$ cat src/rtl/pix_strobe_pkg.sv
// Shared types and counts for the clamp/sample strobe generator.
package pix_strobe_pkg;
    // Debug monitor source encoding
    typedef enum logic [1:0] {
        MON_OFF  = 2'b00,
        MON_EVEN = 2'b01,
        MON_ODD  = 2'b10,
        MON_TAG  = 2'b11
    } mon_sel_e;

    localparam int unsigned STROBE_N = 2;            // clamp, sample
    localparam int unsigned EDGE_N   = 2 * STROBE_N; // rise/fall per strobe
endpackage

$ cat src/rtl/pix_phase_ctr.sv
// Free-running phase counter with a pixel parity flag.
// Assumes one clock per phase position; wraps after 2**PW phases.
module pix_phase_ctr #(
    parameter int unsigned PW = 6
) (
    input  logic          clk,
    input  logic          rst_n,
    output logic [PW-1:0] phase,
    output logic          odd,
    output logic          last
);
    localparam logic [PW-1:0] LAST_PH = {PW{1'b1}};

    assign last = (phase == LAST_PH);

    // Advance phase once per clock, wrapping naturally
    always_ff @(posedge clk) begin
        if (!rst_n) phase <= '0;
        else        phase <= phase + PW'(1);
    end

    // Flip pixel parity on leaving the last phase
    always_ff @(posedge clk) begin
        if (!rst_n)    odd <= 1'b0;
        else if (last) odd <= ~odd;
    end
endmodule

$ cat src/rtl/pix_idx_shadow.sv
// Shadow registers for the edge indices; loaded only when 'load' is high.
// Assumes 'load' marks the pixel boundary so a running pixel never sees a change.
module pix_idx_shadow #(
    parameter int unsigned        PW   = 6,
    parameter int unsigned        N    = 4,
    parameter logic [N*PW-1:0]    INIT = '0
) (
    input  logic            clk,
    input  logic            rst_n,
    input  logic            load,
    input  logic [N*PW-1:0] d,
    output logic [N*PW-1:0] q
);
    for (genvar g = 0; g < N; g++) begin : g_idx
        logic [PW-1:0] r;
        // Hold one index, reload at the boundary
        always_ff @(posedge clk) begin
            if (!rst_n)    r <= INIT[g*PW +: PW];
            else if (load) r <= d[g*PW +: PW];
        end
        assign q[g*PW +: PW] = r;
    end
endmodule

$ cat src/rtl/pix_window.sv
// Phase window comparator: active for rise <= phase < fall.
// An empty or inverted window (rise >= fall) never asserts.
module pix_window #(
    parameter int unsigned PW = 6
) (
    input  logic [PW-1:0] phase,
    input  logic [PW-1:0] rise,
    input  logic [PW-1:0] fall,
    output logic          active
);
    assign active = (phase >= rise) && (phase < fall);
endmodule

$ cat src/rtl/pix_mon_mux.sv
// Two-pin debug monitor multiplexer; select 00 drives both pins low.
module pix_mon_mux
    import pix_strobe_pkg::*;
(
    input  logic [1:0] sel,
    input  logic       clamp_even,
    input  logic       samp_even,
    input  logic       clamp_odd,
    input  logic       samp_odd,
    input  logic       odd_tag,
    input  logic       adc_clk,
    output logic       mon0,
    output logic       mon1
);
    // Route the selected pair to the debug pins
    always_comb begin
        case (mon_sel_e'(sel))
            MON_EVEN: begin mon0 = clamp_even; mon1 = samp_even; end
            MON_ODD:  begin mon0 = clamp_odd;  mon1 = samp_odd;  end
            MON_TAG:  begin mon0 = odd_tag;    mon1 = adc_clk;   end
            default:  begin mon0 = 1'b0;       mon1 = 1'b0;      end
        endcase
    end
endmodule

$ cat src/rtl/pix_strobe_gen.sv
// Top: programmable clamp/sample strobe generator.
// Indices are shadowed at the last phase of each pixel; clamp is gated by
// correlated-double-sample mode; strobes are split by pixel parity.
module pix_strobe_gen
    import pix_strobe_pkg::*;
#(
    parameter int unsigned PHASE_W        = 6,
    parameter int unsigned CFG_W          = 8,
    parameter int unsigned CLAMP_RISE_RST = 8,
    parameter int unsigned CLAMP_FALL_RST = 28,
    parameter int unsigned SAMP_RISE_RST  = 40,
    parameter int unsigned SAMP_FALL_RST  = 60
) (
    input  logic               clk,
    input  logic               rst_n,
    input  logic               cds_en,
    input  logic               gate_en,
    input  logic [1:0]         mon_sel,
    input  logic [CFG_W-1:0]   clamp_rise_cfg,
    input  logic [CFG_W-1:0]   clamp_fall_cfg,
    input  logic [CFG_W-1:0]   samp_rise_cfg,
    input  logic [CFG_W-1:0]   samp_fall_cfg,
    input  logic               clpin,
    output logic [PHASE_W-1:0] phase_o,
    output logic               clamp_even,
    output logic               clamp_odd,
    output logic               samp_even,
    output logic               samp_odd,
    output logic               adc_clk,
    output logic               clp_out,
    output logic               mon0,
    output logic               mon1
);
    localparam int unsigned PW = PHASE_W;
    localparam logic [EDGE_N*PW-1:0] IDX_INIT = {
        PW'(SAMP_FALL_RST), PW'(SAMP_RISE_RST),
        PW'(CLAMP_FALL_RST), PW'(CLAMP_RISE_RST)
    };

    logic [PW-1:0]        phase;
    logic                 pix_odd;
    logic                 pix_last;
    logic [EDGE_N*PW-1:0] cfg_idx;
    logic [EDGE_N*PW-1:0] sh_idx;
    logic [STROBE_N-1:0]  win;
    logic                 clamp_act;
    logic                 samp_act;
    logic                 unused_cfg_hi;

    // Only the low PW bits of each index input carry meaning
    assign cfg_idx = {samp_fall_cfg[PW-1:0], samp_rise_cfg[PW-1:0],
                      clamp_fall_cfg[PW-1:0], clamp_rise_cfg[PW-1:0]};
    assign unused_cfg_hi = ^{samp_fall_cfg[CFG_W-1:PW], samp_rise_cfg[CFG_W-1:PW],
                             clamp_fall_cfg[CFG_W-1:PW], clamp_rise_cfg[CFG_W-1:PW]};

    pix_phase_ctr #(.PW(PW)) ctr_i (
        .clk   (clk),
        .rst_n (rst_n),
        .phase (phase),
        .odd   (pix_odd),
        .last  (pix_last)
    );

    pix_idx_shadow #(.PW(PW), .N(EDGE_N), .INIT(IDX_INIT)) shadow_i (
        .clk   (clk),
        .rst_n (rst_n),
        .load  (pix_last),
        .d     (cfg_idx),
        .q     (sh_idx)
    );

    // One window comparator per strobe (0 = clamp, 1 = sample)
    for (genvar s = 0; s < STROBE_N; s++) begin : g_win
        pix_window #(.PW(PW)) win_i (
            .phase  (phase),
            .rise   (sh_idx[(2*s)*PW +: PW]),
            .fall   (sh_idx[(2*s+1)*PW +: PW]),
            .active (win[s])
        );
    end

    assign clamp_act  = win[0] & cds_en;
    assign samp_act   = win[1];

    assign clamp_even = clamp_act & ~pix_odd;
    assign clamp_odd  = clamp_act &  pix_odd;
    assign samp_even  = samp_act  & ~pix_odd;
    assign samp_odd   = samp_act  &  pix_odd;

    assign adc_clk    = ~phase[PW-1];
    assign clp_out    = gate_en ? (clpin & clamp_act) : clpin;
    assign phase_o    = phase;

    pix_mon_mux mon_i (
        .sel        (mon_sel),
        .clamp_even (clamp_even),
        .samp_even  (samp_even),
        .clamp_odd  (clamp_odd),
        .samp_odd   (samp_odd),
        .odd_tag    (pix_odd),
        .adc_clk    (adc_clk),
        .mon0       (mon0),
        .mon1       (mon1)
    );
endmodule

$ cat config.mk
export PLATFORM = sky130hd
export DESIGN_NAME = pix_strobe_gen
export DESIGN_NICKNAME = d
export VERILOG_FILES = /design/src/rtl/pix_strobe_pkg.sv /design/src/rtl/pix_phase_ctr.sv /design/src/rtl/pix_idx_shadow.sv /design/src/rtl/pix_window.sv /design/src/rtl/pix_mon_mux.sv /design/src/rtl/pix_strobe_gen.sv
export SDC_FILE = /design/constraint.sdc
export NUM_CORES = 1
export LEC_CHECK = 0
export BUFFER_PORTS_ARGS = -buffer_cell sky130_fd_sc_hd__buf_2
export CAP_MARGIN = 0
export CORE_ASPECT_RATIO = 1.5
export CORE_MARGIN = 10
export CORE_UTILIZATION = 53
export CTS_BUF_LIST = sky130_fd_sc_hd__clkbuf_2
export CTS_CLUSTER_SIZE = 24
export DETAILED_ROUTE_END_ITERATION = 6
export GPL_TIMING_DRIVEN = 0
export PLACE_DENSITY = 0.81
export SLEW_MARGIN = 20
export SYNTH_ARGS = -nofsm -noshare
export SYNTH_HDL_FRONTEND = slang
export SYNTH_HIERARCHICAL = 1
export SYNTH_SLANG_ARGS = --single-unit
$ cat constraint.sdc
create_clock -name clk -period 2.9 [get_ports clk]
set_clock_uncertainty 0.1 [all_clocks]
set_input_delay 0.29 -clock clk [delete_from_list [all_inputs] [get_ports clk]]
set_output_delay 0.29 -clock clk [all_outputs]
set_load 0.005 [all_outputs]
==> out/results.txt, run 1 <==
The logs give 0 for the number of nets with antenna violations after detailed routing and 30 for the count of unique library cells instantiated by Yosys. The worst setup path is captured at an output port. The area growth from synthesis to layout is 20.9%.

The clock transition time at the flip-flop clock pins of the worst setup and hold paths was 0.15 ns; the total congestion overflow after global routing was 0. The max-slew violation total from the final report came out at 0. The detailed router put a total of 1.45 mm of wire on met1. The largest net degree at the start of global routing was 16; the synthesis-stage register bit count was 31. For this block, the via count after detailed routing is 1474. The total length of routed wires was 3.96 mm.

Highest signal layer in the routed design: met4. The number of rows in the core area was 26. Setup repair after global routing left no endpoint under its margin. The number of nets in the finished design was 306; the number of top-level design ports was 53.

The run gives 0.00622 mm2 as the die area. The first global-routing pass estimated 6.77 mm of wire. The detailed-route wire length per cell came out at 13.8 um.

Summed over all nets, the half-perimeter wirelength after detailed placement is 3.10 mm. Clock tree synthesis found a total of 31 sinks. The met3 wire length was 213 um; the worst path arrival time was 2.39 ns. Summed over all nets, wire length on met2 after detailed routing comes to 2.13 mm. In this run the vertical extent of the chip is 91.7 um. The root buffer cell chosen for the clock tree is sky130_fd_sc_hd__clkbuf_2. Adding up every negative setup slack in the final design gives 0 ns.

The first routing iteration left 40 violations. By area the synthesized netlist is led by sky130_fd_sc_hd__dfxtp_1 (34%), sky130_fd_sc_hd__ha_1 (16%), sky130_fd_sc_hd__mux2i_1 (14%), sky130_fd_sc_hd__nor2b_1 (5.9%), sky130_fd_sc_hd__inv_1 (4.3%). For this configuration, the core starts out at a cell density of 54.2%. The final RePlAce weighted congestion is 0.819, and the async set-reset flop share out of synthesis is 0%. The run gives 253 as the net count after synthesis. The die width works out to 67.8 um.

The number of synthesis warnings is 6, and the count of max-cap constraint violations is 0. Yosys mapped a number of flops with a built-in enable equal to 0. After synthesis the cells add up to 0.00182 mm2. The run gives 0 as the total DRC errors in the routed layout. Cells with a size suffix above 1 make up 31.8% of the layout. In this run, placement finished with an instance count of 277. The number of antenna diodes in the final layout is 0.

The synthesized area divided by synthesized cell count was 9.51 um2. Transition time at the pin with the least slew margin: 0.419 ns. The share of synthesized area occupied by flip-flops and latches was 34.2%.

Fill cells in the final layout number 311. The fraction of synthesized cell area taken by the top area cell type is 34.2%. The run gives 4 as the first-pass iteration count of the detailed router.

In the global route stage, overall resource usage came out at 13.7%. Setup violations remaining at the end of the flow were counted as 0. Across the VDD grid, the largest voltage drop is 0.000254 V. Ratio of total power to cell area: 326 mW/mm2. In the synthesized netlist the dominant register cell turns out to be sky130_fd_sc_hd__dfxtp_1. The flow ran to the end, and the final reports show no timing, DRC or antenna violations. Dividing the detail-routed via count by the number of cells gives 5.14. Worst hold slack after final layout: 0.0176 ns. Leaving out fill and tap cells, the most frequent cells in the layout are sky130_fd_sc_hd__buf_2 (44), sky130_fd_sc_hd__dfxtp_1 (27), sky130_fd_sc_hd__mux2i_1 (26), sky130_fd_sc_hd__ha_1 (23).

The ratio of final minimum period to clock period is 95.9%. In this run the static leakage power is 1.02 nW. The quantity of I/O buffers inserted on ports was 44; the number of buffers inserted by hold repair at cts was 0. The post-route worst setup slack is 0.120 ns.

The critical path is of the reg -> out type. The worst setup path is launched from a flip-flop. Data on the critical path is required at its endpoint by 2.51 ns. After floorplanning, the core was sized to cover 0.00335 mm2.

Summed over all instances, the cell type with the most area after synthesis is sky130_fd_sc_hd__dfxtp_1. Of all nets on the critical path, the largest fanout is 3. The number of buffers on the longest clock path was 2. The most common cell after layout, fill and taps aside is sky130_fd_sc_hd__buf_2. At the later pin of the worst-skew pair, clock insertion delay measures 0.37 ns. For the number of buffers created by CTS, the log shows 5. The worst hold path class is in -> reg. Number of hold violations in the final report: 0. After the flow finishes, the layout carries non-filler instances totaling 287.

TritonCTS built the clock tree. The synthesized instance count was 191. The run gives 2 as the number of H-tree levels.

The via count of the first global-routing pass was 1632; the peak clock frequency supported by timing was 360 MHz. Timing analysis after detailed placement gives a worst setup slack of 0.329 ns. Subtracting the final worst setup slack from the clock period gives 2.78 ns. The worst pin sits at a relative slew slack of 72.0%.

The run gives 0 as the number of antenna violations at the first check in global routing.
cells in the mapped netlist (4+ instances only):
master,n
sky130_fd_sc_hd__a21oi_1,8
sky130_fd_sc_hd__and2_1,5
sky130_fd_sc_hd__dfxtp_1,31
sky130_fd_sc_hd__ha_1,23
sky130_fd_sc_hd__inv_1,21
sky130_fd_sc_hd__mux2i_1,26
sky130_fd_sc_hd__nand2_1,21
sky130_fd_sc_hd__nand2b_1,4
sky130_fd_sc_hd__nor2_1,4
sky130_fd_sc_hd__nor2b_1,17
power breakdown:
group / total (mW) / switching [mW] / internal [mW]
Clock: 0.203 / 0.145 / 0.0579
Sequential: 0.437 / 0.00752 / 0.430
Combinational: 0.0763 / 0.0338 / 0.0425
Total: 0.716 / 0.186 / 0.530
logic make-up (layout without fill, tap and decap cells):
group,Yosys count,after routing,share of synthesized area [%]
and+or+nand+nor,59,59,17.3
DFF,31,31,34.2
buffers and inverters,28,82,7.51
muxes,28,28,15.6
adders and majority gates,23,23,15.8
xor gates and xnor gates,3,3,1.45
AOI/OAI and AO/OA,19,19,8.20
timing repair:
action / CTS / global route
resized for setup: 4 / 9
setup endpoints to repair: 2 / 2
setup buffers: 1 / 1
pin swaps: 0 / 7
layer usage:
layer,vias to the layer above,global-route usage [%]
met2,36,24.1
li1,745,-
met5,-,0
met3,16,3.78
met1,677,13.0
met4,0,9.26
cell type report:
class | instances | area [um2] | share of cell area (%)
clock buffers | 6 | 30.0 | 1.37
clock inverters | 2 | 7.51 | 0.342
flip-flops and latches | 31 | 628 | 28.6
inverters | 23 | 86.3 | 3.93
repair buffers | 46 | 235 | 10.7
well taps | 42 | 52.6 | 2.39
multi-input cells | 132 | 1110 | 50.4
plain buffers | 5 | 50.0 | 2.28
metrics by stage:
step	utilization [%]	total power, mW	area, um2
floorplan	-	0.476	1820
global placement	62.4	0.510	2090
detailed placement	62.4	0.513	2090
CTS	63.9	0.716	2140
global route	65.5	0.756	2200
finish	65.5	0.716	2200
registers in the layout (all words and copies together), names as in the netlist:
register	count
shadow_i/g_idx.r	24
ctr_i/odd	1
ctr_i/phase	6
critical path: stages (launching register included):
cell                       delay (ns)
sky130_fd_sc_hd__dfxtp_4         0.39
sky130_fd_sc_hd__inv_2           0.04
sky130_fd_sc_hd__ha_1            0.28
sky130_fd_sc_hd__nand2b_4        0.14
sky130_fd_sc_hd__a21oi_2         0.14
sky130_fd_sc_hd__o221ai_2        0.11
sky130_fd_sc_hd__o311a_1         0.16
sky130_fd_sc_hd__and3_1          0.16
sky130_fd_sc_hd__mux2_4          0.26
sky130_fd_sc_hd__a22o_1          0.20
sky130_fd_sc_hd__buf_2           0.12
path summary, 6_finish.rpt:
kind                                              from  cells after the start  slack [ns]                endpoint
worst max-delay path                    ctr_i/phase[0]                     10        0.12                    mon0
worst max register to register          ctr_i/phase[1]                      7        1.03  shadow_i/g_idx[1].r[4]
worst min-delay path                 clamp_fall_cfg[3]                      3        0.02  shadow_i/g_idx[1].r[3]
worst min register to register  shadow_i/g_idx[3].r[3]                      2        0.39  shadow_i/g_idx[3].r[3]
Power figures use the tool's default switching activity.
==> run 2, diff against run 1 <==
--- a/config.mk
+++ b/config.mk
@@ -6,15 +6,14 @@
 export NUM_CORES = 1
 export LEC_CHECK = 0
 export BUFFER_PORTS_ARGS = -buffer_cell sky130_fd_sc_hd__buf_2
-export CAP_MARGIN = 0
 export CORE_ASPECT_RATIO = 1.5
 export CORE_MARGIN = 10
-export CORE_UTILIZATION = 53
+export CORE_UTILIZATION = 58
 export CTS_BUF_LIST = sky130_fd_sc_hd__clkbuf_2
 export CTS_CLUSTER_SIZE = 24
 export DETAILED_ROUTE_END_ITERATION = 6
 export GPL_TIMING_DRIVEN = 0
-export PLACE_DENSITY = 0.81
+export PLACE_DENSITY = 0.88
 export SLEW_MARGIN = 20
 export SYNTH_ARGS = -nofsm -noshare
 export SYNTH_HDL_FRONTEND = slang
==> constraint.sdc (replaced) <==
create_clock -name clk -period 3.27 [get_ports clk]
set_clock_uncertainty 0.1 [all_clocks]
set_input_delay 0.327 -clock clk [delete_from_list [all_inputs] [get_ports clk]]
set_output_delay 0.327 -clock clk [all_outputs]
set_load 0.005 [all_outputs]
==> out/results.txt, run 2 (synthesis gave the netlist of run 1 again) <==
The diode insertion count for antenna repair was 0 (unchanged). The minimum setup slack after placement came out at 0.645 ns (+0.316 ns). The tools report the number of nets in the finished design as 304 (-0.65%). The worst setup path is launched from a flip-flop.

The finished layout cell area is 0.00212 mm2 (-3.5%). The logs give 0 (-4) for the quantity of gates resized following cts and 0 (unchanged) for the count of max-cap constraint violations. Worst hold path class: in -> reg.

The tools report the total via count in the routed design as 1424 (-3.4%). The layout overhead on the synthesized area was 16.7%. For the critical path required time, the log shows 2.84 ns (+0.33 ns). The logs give 0.785 (-4.1%) for the final RePlAce weighted congestion and 0.0506 ns (+0.0330 ns) for the worst hold slack after final layout. The flow ran to the end, and the final reports show no timing, DRC or antenna violations. For the worst path arrival time, the log shows 2.62 ns (+0.23 ns). Global-route wire length before repair: 6.35 mm (-6.2%).

The register with the most flip-flops in the final layout is shadow_i/g_idx.r. The largest net degree at the start of global routing was 16 (unchanged); the register-to-register setup slack was 1.41 ns (+0.38 ns). The logs give 274 (-1.1%) for the instance count after placement with tap cells included and 4 (unchanged) for the first-pass iteration count of the detailed router. Setup repair after global routing left no endpoint under its margin.

The logs give 0 (unchanged) for the number of antenna violations at the first check in global routing and 0 (unchanged) for the number of nets with antenna violations after detailed routing. For the final-report setup violation count, the log shows 0 (unchanged). The clock transition time at the flip-flop clock pins of the worst setup and hold paths is 0.16 ns (about the same).

Most common cell after layout, fill and taps aside: sky130_fd_sc_hd__buf_2. The run gives 0.225 ns (+0.105 ns) as the post-route worst setup slack. The ratio of final minimum period to clock period works out to 93.1%. The run gives 53 (unchanged) as the number of top-level design ports.

The starting utilization of the core area was 61.1% (+6.9 points). Ratio of cells with drive above 1 in the final layout: 26.9% (-5.0 points). The area of placed instances came out at 0.00209 mm2 (-0.18%). The iteration-0 DRC count of the detailed router is 50 (+25%), and the detailed-route wire length per cell is 13.5 um (-1.9%). Die width: 65.7 um (-3.1%). The clock period minus worst slack is 3.04 ns, and the transition time at the pin with the least slew margin is 0.427 ns (+0.00743 ns).

The capturing element type of the critical path was an output port. For the static leakage power, the log shows 0.988 nW (-3.2%). The number of H-tree levels is 2 (unchanged).

The tools report the normalized max-slew margin as 71.5% (-0.50 points). For the final total power, the log shows 0.621 mW (-13%). The run gives 281 (-2.1%) as the final cell count without fillers.

The largest registers in the layout are shadow_i/g_idx.r x24, ctr_i/phase x6, ctr_i/odd x1. Clock tree root buffer cell: sky130_fd_sc_hd__clkbuf_2. The number of rows in the core area was 24 (-7.7%).

The placed wire-length estimate was 3.09 mm (-0.27%); the standard cell core area was 0.00297 mm2 (-11%). The total length of routed wires was 3.80 mm (-4.0%); the max-slew violation total from the final report was 0 (unchanged). The maximum fanout along the worst path is 6 (+3), and the total DRC errors in the routed layout is 0 (unchanged). The ratio of total power to cell area is 293 mW/mm2 (-10%), and the sum of negative setup slack is 0 ns (unchanged). Die area: 0.00582 mm2 (-6.5%). The via density per instance is 5.07 (-1.3%).

The critical path in this run is classified as reg -> out. The via count of the first global-routing pass was 1489 (-8.8%). The tools report the number of sinks driven by the clock tree as 31 (unchanged). The total congestion overflow after global routing is 0 (unchanged), and the flip-flop count of the largest register, all copies and words added is 24 (unchanged). For the buffer count from post-CTS setup fixing, the log shows 0 (-1). The number of hold violations in the final report was 0 (unchanged). The tools report the utilization after layout as 71.3% (+5.8 points). The number of buffers created by CTS came out at 5 (unchanged).

TritonCTS built the clock tree. The tools report the peak clock frequency supported by timing as 328 MHz. The clock latency reported for the late side of the worst-skew pair is 0.37 ns (about the same), and the quantity of I/O buffers inserted on ports is 44 (unchanged). The top cell types in the final layout, fill and taps aside, are sky130_fd_sc_hd__buf_2 (44), sky130_fd_sc_hd__dfxtp_1 (31), sky130_fd_sc_hd__mux2i_1 (26), sky130_fd_sc_hd__ha_1 (23). The number of buffers on the longest clock path came out at 2 (unchanged).

The number of buffers inserted by hold repair at cts was 0 (unchanged); the die extent in y was 88.5 um (-3.4%). The worst voltage drop across the vdd grid is 0.000253 V (-0.31%). The combined global-route utilization of all metal layers was 14.0% (+0.39 points).
run 2: area by class of cell:
| type | count | area, um2 |
|---|---|---|
| repair buffers | 44 | 220 |
| plain buffers | 5 | 50.0 |
| flip-flops and latches | 31 | 621 |
| well taps | 39 | 48.8 |
| fillers | 249 | 853 |
| inverters | 23 | 86.3 |
| multi-input cells | 132 | 1060 |
| clock buffers | 5 | 25.0 |
| clock inverters | 2 | 8.76 |
run 2: layer usage:
metal / up-vias / GRT usage, % / part of all wire (%)
met1: 648 / 12.9 / 39
met4: 0 / 6.64 / 1.9
met2: 28 / 26.1 / 53
met5: - / 0 / 0
li1: 741 / - / -
met3: 7 / 5.57 / 5.7
run 2: path summary, 6_finish.rpt:
path / startpoint / endpoint / cells past startpoint
hold / removal: clamp_fall_cfg[3] / shadow_i/g_idx[1].r[3] / 3
hold reg to reg: shadow_i/g_idx[1].r[3] / shadow_i/g_idx[1].r[3] / 2
setup reg to reg: ctr_i/phase[1] / shadow_i/g_idx[0].r[3] / 7
setup / recovery: ctr_i/phase[0] / mon1 / 10
run 2: where the power goes:
| group | switching (mW) | internal (mW) | total (mW) | leakage [nW] |
|---|---|---|---|---|
| clock | 0.130 | 0.0451 | 0.175 | 0.0262 |
| sequential | 0.00722 | 0.381 | 0.388 | 0.251 |
| combinational | 0.0259 | 0.0326 | 0.0584 | 0.711 |
| total | 0.163 | 0.459 | 0.621 | 0.988 |
run 2: worst max-delay path: stages, from the launching register on:
cell and delay [ns]:
sky130_fd_sc_hd__dfxtp_1 0.48, sky130_fd_sc_hd__inv_2 0.08, sky130_fd_sc_hd__ha_1 0.30, sky130_fd_sc_hd__nand2b_1 0.16, sky130_fd_sc_hd__a21oi_1 0.19, sky130_fd_sc_hd__o221ai_1 0.18
sky130_fd_sc_hd__o311a_1 0.15, sky130_fd_sc_hd__and2_1 0.17, sky130_fd_sc_hd__mux2_2 0.25, sky130_fd_sc_hd__a22o_1 0.17, sky130_fd_sc_hd__buf_2 0.12
==> run 3, diff against run 2 <==
--- a/config.mk
+++ b/config.mk
@@ -5,6 +5,7 @@
 export SDC_FILE = /design/constraint.sdc
 export NUM_CORES = 1
 export LEC_CHECK = 0
+export ABC_AREA = 1
 export BUFFER_PORTS_ARGS = -buffer_cell sky130_fd_sc_hd__buf_2
 export CORE_ASPECT_RATIO = 1.5
 export CORE_MARGIN = 10
@@ -13,7 +14,7 @@
 export CTS_CLUSTER_SIZE = 24
 export DETAILED_ROUTE_END_ITERATION = 6
 export GPL_TIMING_DRIVEN = 0
-export PLACE_DENSITY = 0.88
+export PLACE_DENSITY = 0.87
 export SLEW_MARGIN = 20
 export SYNTH_ARGS = -nofsm -noshare
 export SYNTH_HDL_FRONTEND = slang
==> out/results.txt, run 3 <==
Count of max-cap constraint violations: 0 (unchanged). The logs give 0 (unchanged) for the number of antenna violations at the first check in global routing and 2 (unchanged) for the number of H-tree levels. By area the synthesized netlist is led by sky130_fd_sc_hd__dfxtp_1 (33%), sky130_fd_sc_hd__nand2_1 (18%), sky130_fd_sc_hd__ha_1 (15%), sky130_fd_sc_hd__inv_1 (12%), sky130_fd_sc_hd__nor2_1 (9.1%). The slowest stage of the critical path belongs to the cell sky130_fd_sc_hd__dfxtp_1. The clock transition time at the flip-flop clock pins of the worst setup and hold paths came out at 0.14 ns (-0.02 ns).

The run gives 375 MHz (+14%) as the peak clock frequency supported by timing. The run gives 4 (unchanged) as the first-pass iteration count of the detailed router. The max-slew violation total from the final report was 0 (unchanged). The starting utilization of the core area is 60.2% (-0.95 points), and the via count of the first global-routing pass is 1898 (+27%). The worst hold path class was in -> reg. The logs give 0 (unchanged) for the total DRC errors in the routed layout and 0.00190 mm2 (+4.6%) for the summed instance area of the synthesized netlist. The number of buffers on the longest clock path was 2 (unchanged); the final-report setup violation count was 0 (unchanged). The total length of routed wires was 4.24 mm (+11%); the number of rows in the core area was 25 (+4.2%). The net count after synthesis is 361 (+43%). The number of buffers inserted by hold repair at cts was 0 (unchanged); the fraction of synthesized cell area taken by the top area cell type was 32.7% (-1.5 points). The via density per instance came out at 4.71 (-7.0%). In the layout the commonest cells are sky130_fd_sc_hd__nand2_1 (93), sky130_fd_sc_hd__inv_1 (61), sky130_fd_sc_hd__buf_2 (47), sky130_fd_sc_hd__nor2_1 (46), sky130_fd_sc_hd__dfxtp_1 (31). The longest individual stage delay on the worst path came out at 0.58 ns (+0.10 ns). The clock latency reported for the late side of the worst-skew pair was 0.36 ns (about the same).

By count the netlist is led by sky130_fd_sc_hd__nand2_1 (93), sky130_fd_sc_hd__inv_1 (61), sky130_fd_sc_hd__nor2_1 (46). The flow ran to the end, and the final reports show no timing, DRC or antenna violations. The number of enable-type register cells in the synthesized netlist works out to 0 (unchanged).

Largest area contributor in the synthesized netlist: sky130_fd_sc_hd__dfxtp_1. The die area is 0.00601 mm2 (+3.4%), and the instance count after placement with tap cells included is 383 (+40%). The quantity of I/O buffers inserted on ports is 44 (unchanged). Critical path required time: 2.84 ns (about the same). Number of sinks driven by the clock tree: 31 (unchanged). The worst path arrival time came out at 2.24 ns (-0.38 ns). The dominant cell type by count on the critical path was sky130_fd_sc_hd__nor2_1. Setup repair after global routing left no endpoint under its margin. The ratio of total power to cell area works out to 282 mW/mm2 (-4.0%).

The flip-flop count of the largest register, all copies and words added works out to 24 (unchanged). The die extent in y was 90.1 um (+1.8%). The final cell count without fillers is 389 (+38%). The register with the most flip-flops in the final layout is shadow_i/g_idx.r. The transition time at the pin with the least slew margin works out to 0.381 ns (-0.0457 ns). The predominant post-synthesis flop cell was sky130_fd_sc_hd__dfxtp_1. The maximum fanout along the worst path came out at 9 (+3).

The post-route worst setup slack is 0.600 ns (+0.375 ns). The run gives 1.35 nW (+36%) as the static leakage power. The layout overhead on the synthesized area is 15.8%.

The run gives 0 (unchanged) as the quantity of gates resized following cts. The start-to-end type of the worst setup path was reg -> out. For the buffer count from post-CTS setup fixing, the log shows 0 (unchanged). Among all cell types in the netlist, the one instantiated most often is sky130_fd_sc_hd__nand2_1.

The ratio of final minimum period to clock period was 81.7% (-11 points). The type of element launching the critical path is a flip-flop. The iteration-0 DRC count of the detailed router is 64 (+28%).

The run gives 0 (unchanged) as the total congestion overflow after global routing. The number of nets in the finished design was 412 (+36%). The detailed-route wire length per cell came out at 10.9 um (-19%). Leaving out fill and tap cells, the most frequent cell in the layout is sky130_fd_sc_hd__nand2_1. The synthesis-stage register bit count was 31 (unchanged); the global-route wire length before repair was 7.68 mm (+21%).

The largest registers in the layout are shadow_i/g_idx.r x24, ctr_i/phase x6, ctr_i/odd x1. The ratio of cells with drive above 1 in the final layout is 17.2% (-9.7 points). STA classifies the critical path endpoint as an output port. The run gives 0 (unchanged) as the number of hold violations in the final report.

The synthesized area divided by synthesized cell count was 6.36 um2 (-33%). The die width is 66.7 um (+1.6%), and the sum of negative setup slack is 0 ns (unchanged). The final RePlAce weighted congestion was 0.840 (+7.0%).

TritonCTS built the clock tree. The run gives 53 (unchanged) as the number of top-level design ports. For the number of synthesis warnings, the log shows 6 (unchanged).

The worst voltage drop across the vdd grid came out at 0.000284 V (+12%). The signal on the critical path passes through ha_1 -> a21o_1 -> nor2_1 -> nand2_1 -> nor2_1 -> nand2_1 -> nor2_1 -> nand3_1 -> nand3_1 -> buf_2. The tools report the count of unique library cells instantiated by Yosys as 14 (-53%). The tools report the share of synthesized area occupied by flip-flops and latches as 32.7% (-1.5 points). The tools report the clock tree root buffer cell as sky130_fd_sc_hd__clkbuf_2.

Number of buffers created by CTS: 5 (unchanged). The synthesized instance count is 299 (+57%), and the normalized max-slew margin is 74.6% (+3.0 points). The standard cell core area was 0.00316 mm2 (+6.3%). The tools report the placed wire-length estimate as 3.44 mm (+11%). The tools report the total via count in the routed design as 1833 (+29%).

Combined global-route utilization of all metal layers: 15.4% (+1.4 points). Clock period minus worst slack: 2.67 ns (-0.375 ns). For the diode insertion count for antenna repair, the log shows 0 (unchanged). Async set-reset flop share out of synthesis: 0% (unchanged).

The number of nets with antenna violations after detailed routing was 0 (unchanged). For the minimum setup slack after placement, the log shows 0.978 ns (+0.333 ns). The run gives 13 (-3) as the largest net degree at the start of global routing.
==> run 3: cell count changes after synthesis, moves of 3 or more <==
cell,before,now
sky130_fd_sc_hd__and2_1,5,0
sky130_fd_sc_hd__buf_2,0,3
sky130_fd_sc_hd__inv_1,21,61
sky130_fd_sc_hd__mux2i_1,26,0
sky130_fd_sc_hd__nand2_1,21,93
sky130_fd_sc_hd__nand2b_1,4,0
sky130_fd_sc_hd__nand3_1,1,21
sky130_fd_sc_hd__nor2_1,4,46
sky130_fd_sc_hd__nor2b_1,17,0
==> run 3: cell type report <==
class                           instances  area, um2
Buffer                                  6       41.3
Clock buffer                            6       30.0
Fill cell                             312        958
Inverter                               63        236
Multi-Input combinational cell        199       1000
Sequential cell                        31        621
Tap cell                               40       50.0
Timing Repair Buffer                   44        220
==> run 3: per-layer routing <==
| layer | vias to the layer above | wire length, um | global-route usage [%] |
|---|---|---|---|
| li1 | 991 | - | - |
| met1 | 789 | 1690 | 14.6 |
| met2 | 44 | 2150 | 27.9 |
| met3 | 9 | 309 | 4.35 |
| met4 | 0 | 93 | 8.42 |
| met5 | - | 0 | 0 |
==> run 3: cells by family (layout without fill, tap and decap cells) <==
logic type | after synthesis | after routing | share of synthesized area [%]
and+or+nand+nor | 162 | 162 | 33.6
buffers and inverters | 69 | 119 | 14.6
DFF | 31 | 31 | 32.7
adders and majority gates | 23 | 23 | 15.1
AOI/OAI and AO/OA | 14 | 14 | 3.95
==> run 3: final timing paths <==
kind	from	endpoint	slack, ns	cells after the start
worst max-delay path	ctr_i/phase[5]	mon0	0.60	10
worst min-delay path	samp_fall_cfg[4]	shadow_i/g_idx[3].r[4]	0.06	3
worst max register to register	ctr_i/phase[1]	shadow_i/g_idx[1].r[2]	1.51	7
worst min register to register	shadow_i/g_idx[3].r[4]	shadow_i/g_idx[3].r[4]	0.38	2
==> run 3: report_power, final <==
part / total [mW] / leakage (nW) / internal, mW / switching (mW)
registers: 0.387 / 0.251 / 0.381 / 0.00662
clock network: 0.166 / 0.0249 / 0.0483 / 0.118
logic: 0.0662 / 1.07 / 0.0320 / 0.0342
total: 0.620 / 1.35 / 0.461 / 0.159
==> run 3: critical path: cells and delay by family, from the launching register on <==
kind / cells / cell delay [ns]
adders and majority gates: 1 / 0.32
DFF: 1 / 0.58
buffers and inverters: 1 / 0.11
AOI/OAI and AO/OA: 1 / 0.18
and+or+nand+nor: 7 / 0.71
==> run 3: stage by stage <==
step	power, mW	util [%]	area (um2)	hold WS, ns
final	0.620	69.7	2200	0.0622
after global routing	0.651	69.7	2200	0.0556
after CTS	0.626	69.7	2200	0.0523
after detailed placement	0.462	68.7	2170	0.349
after global placement	0.458	68.7	2170	0.338
after floorplan	0.428	-	1900	0.320
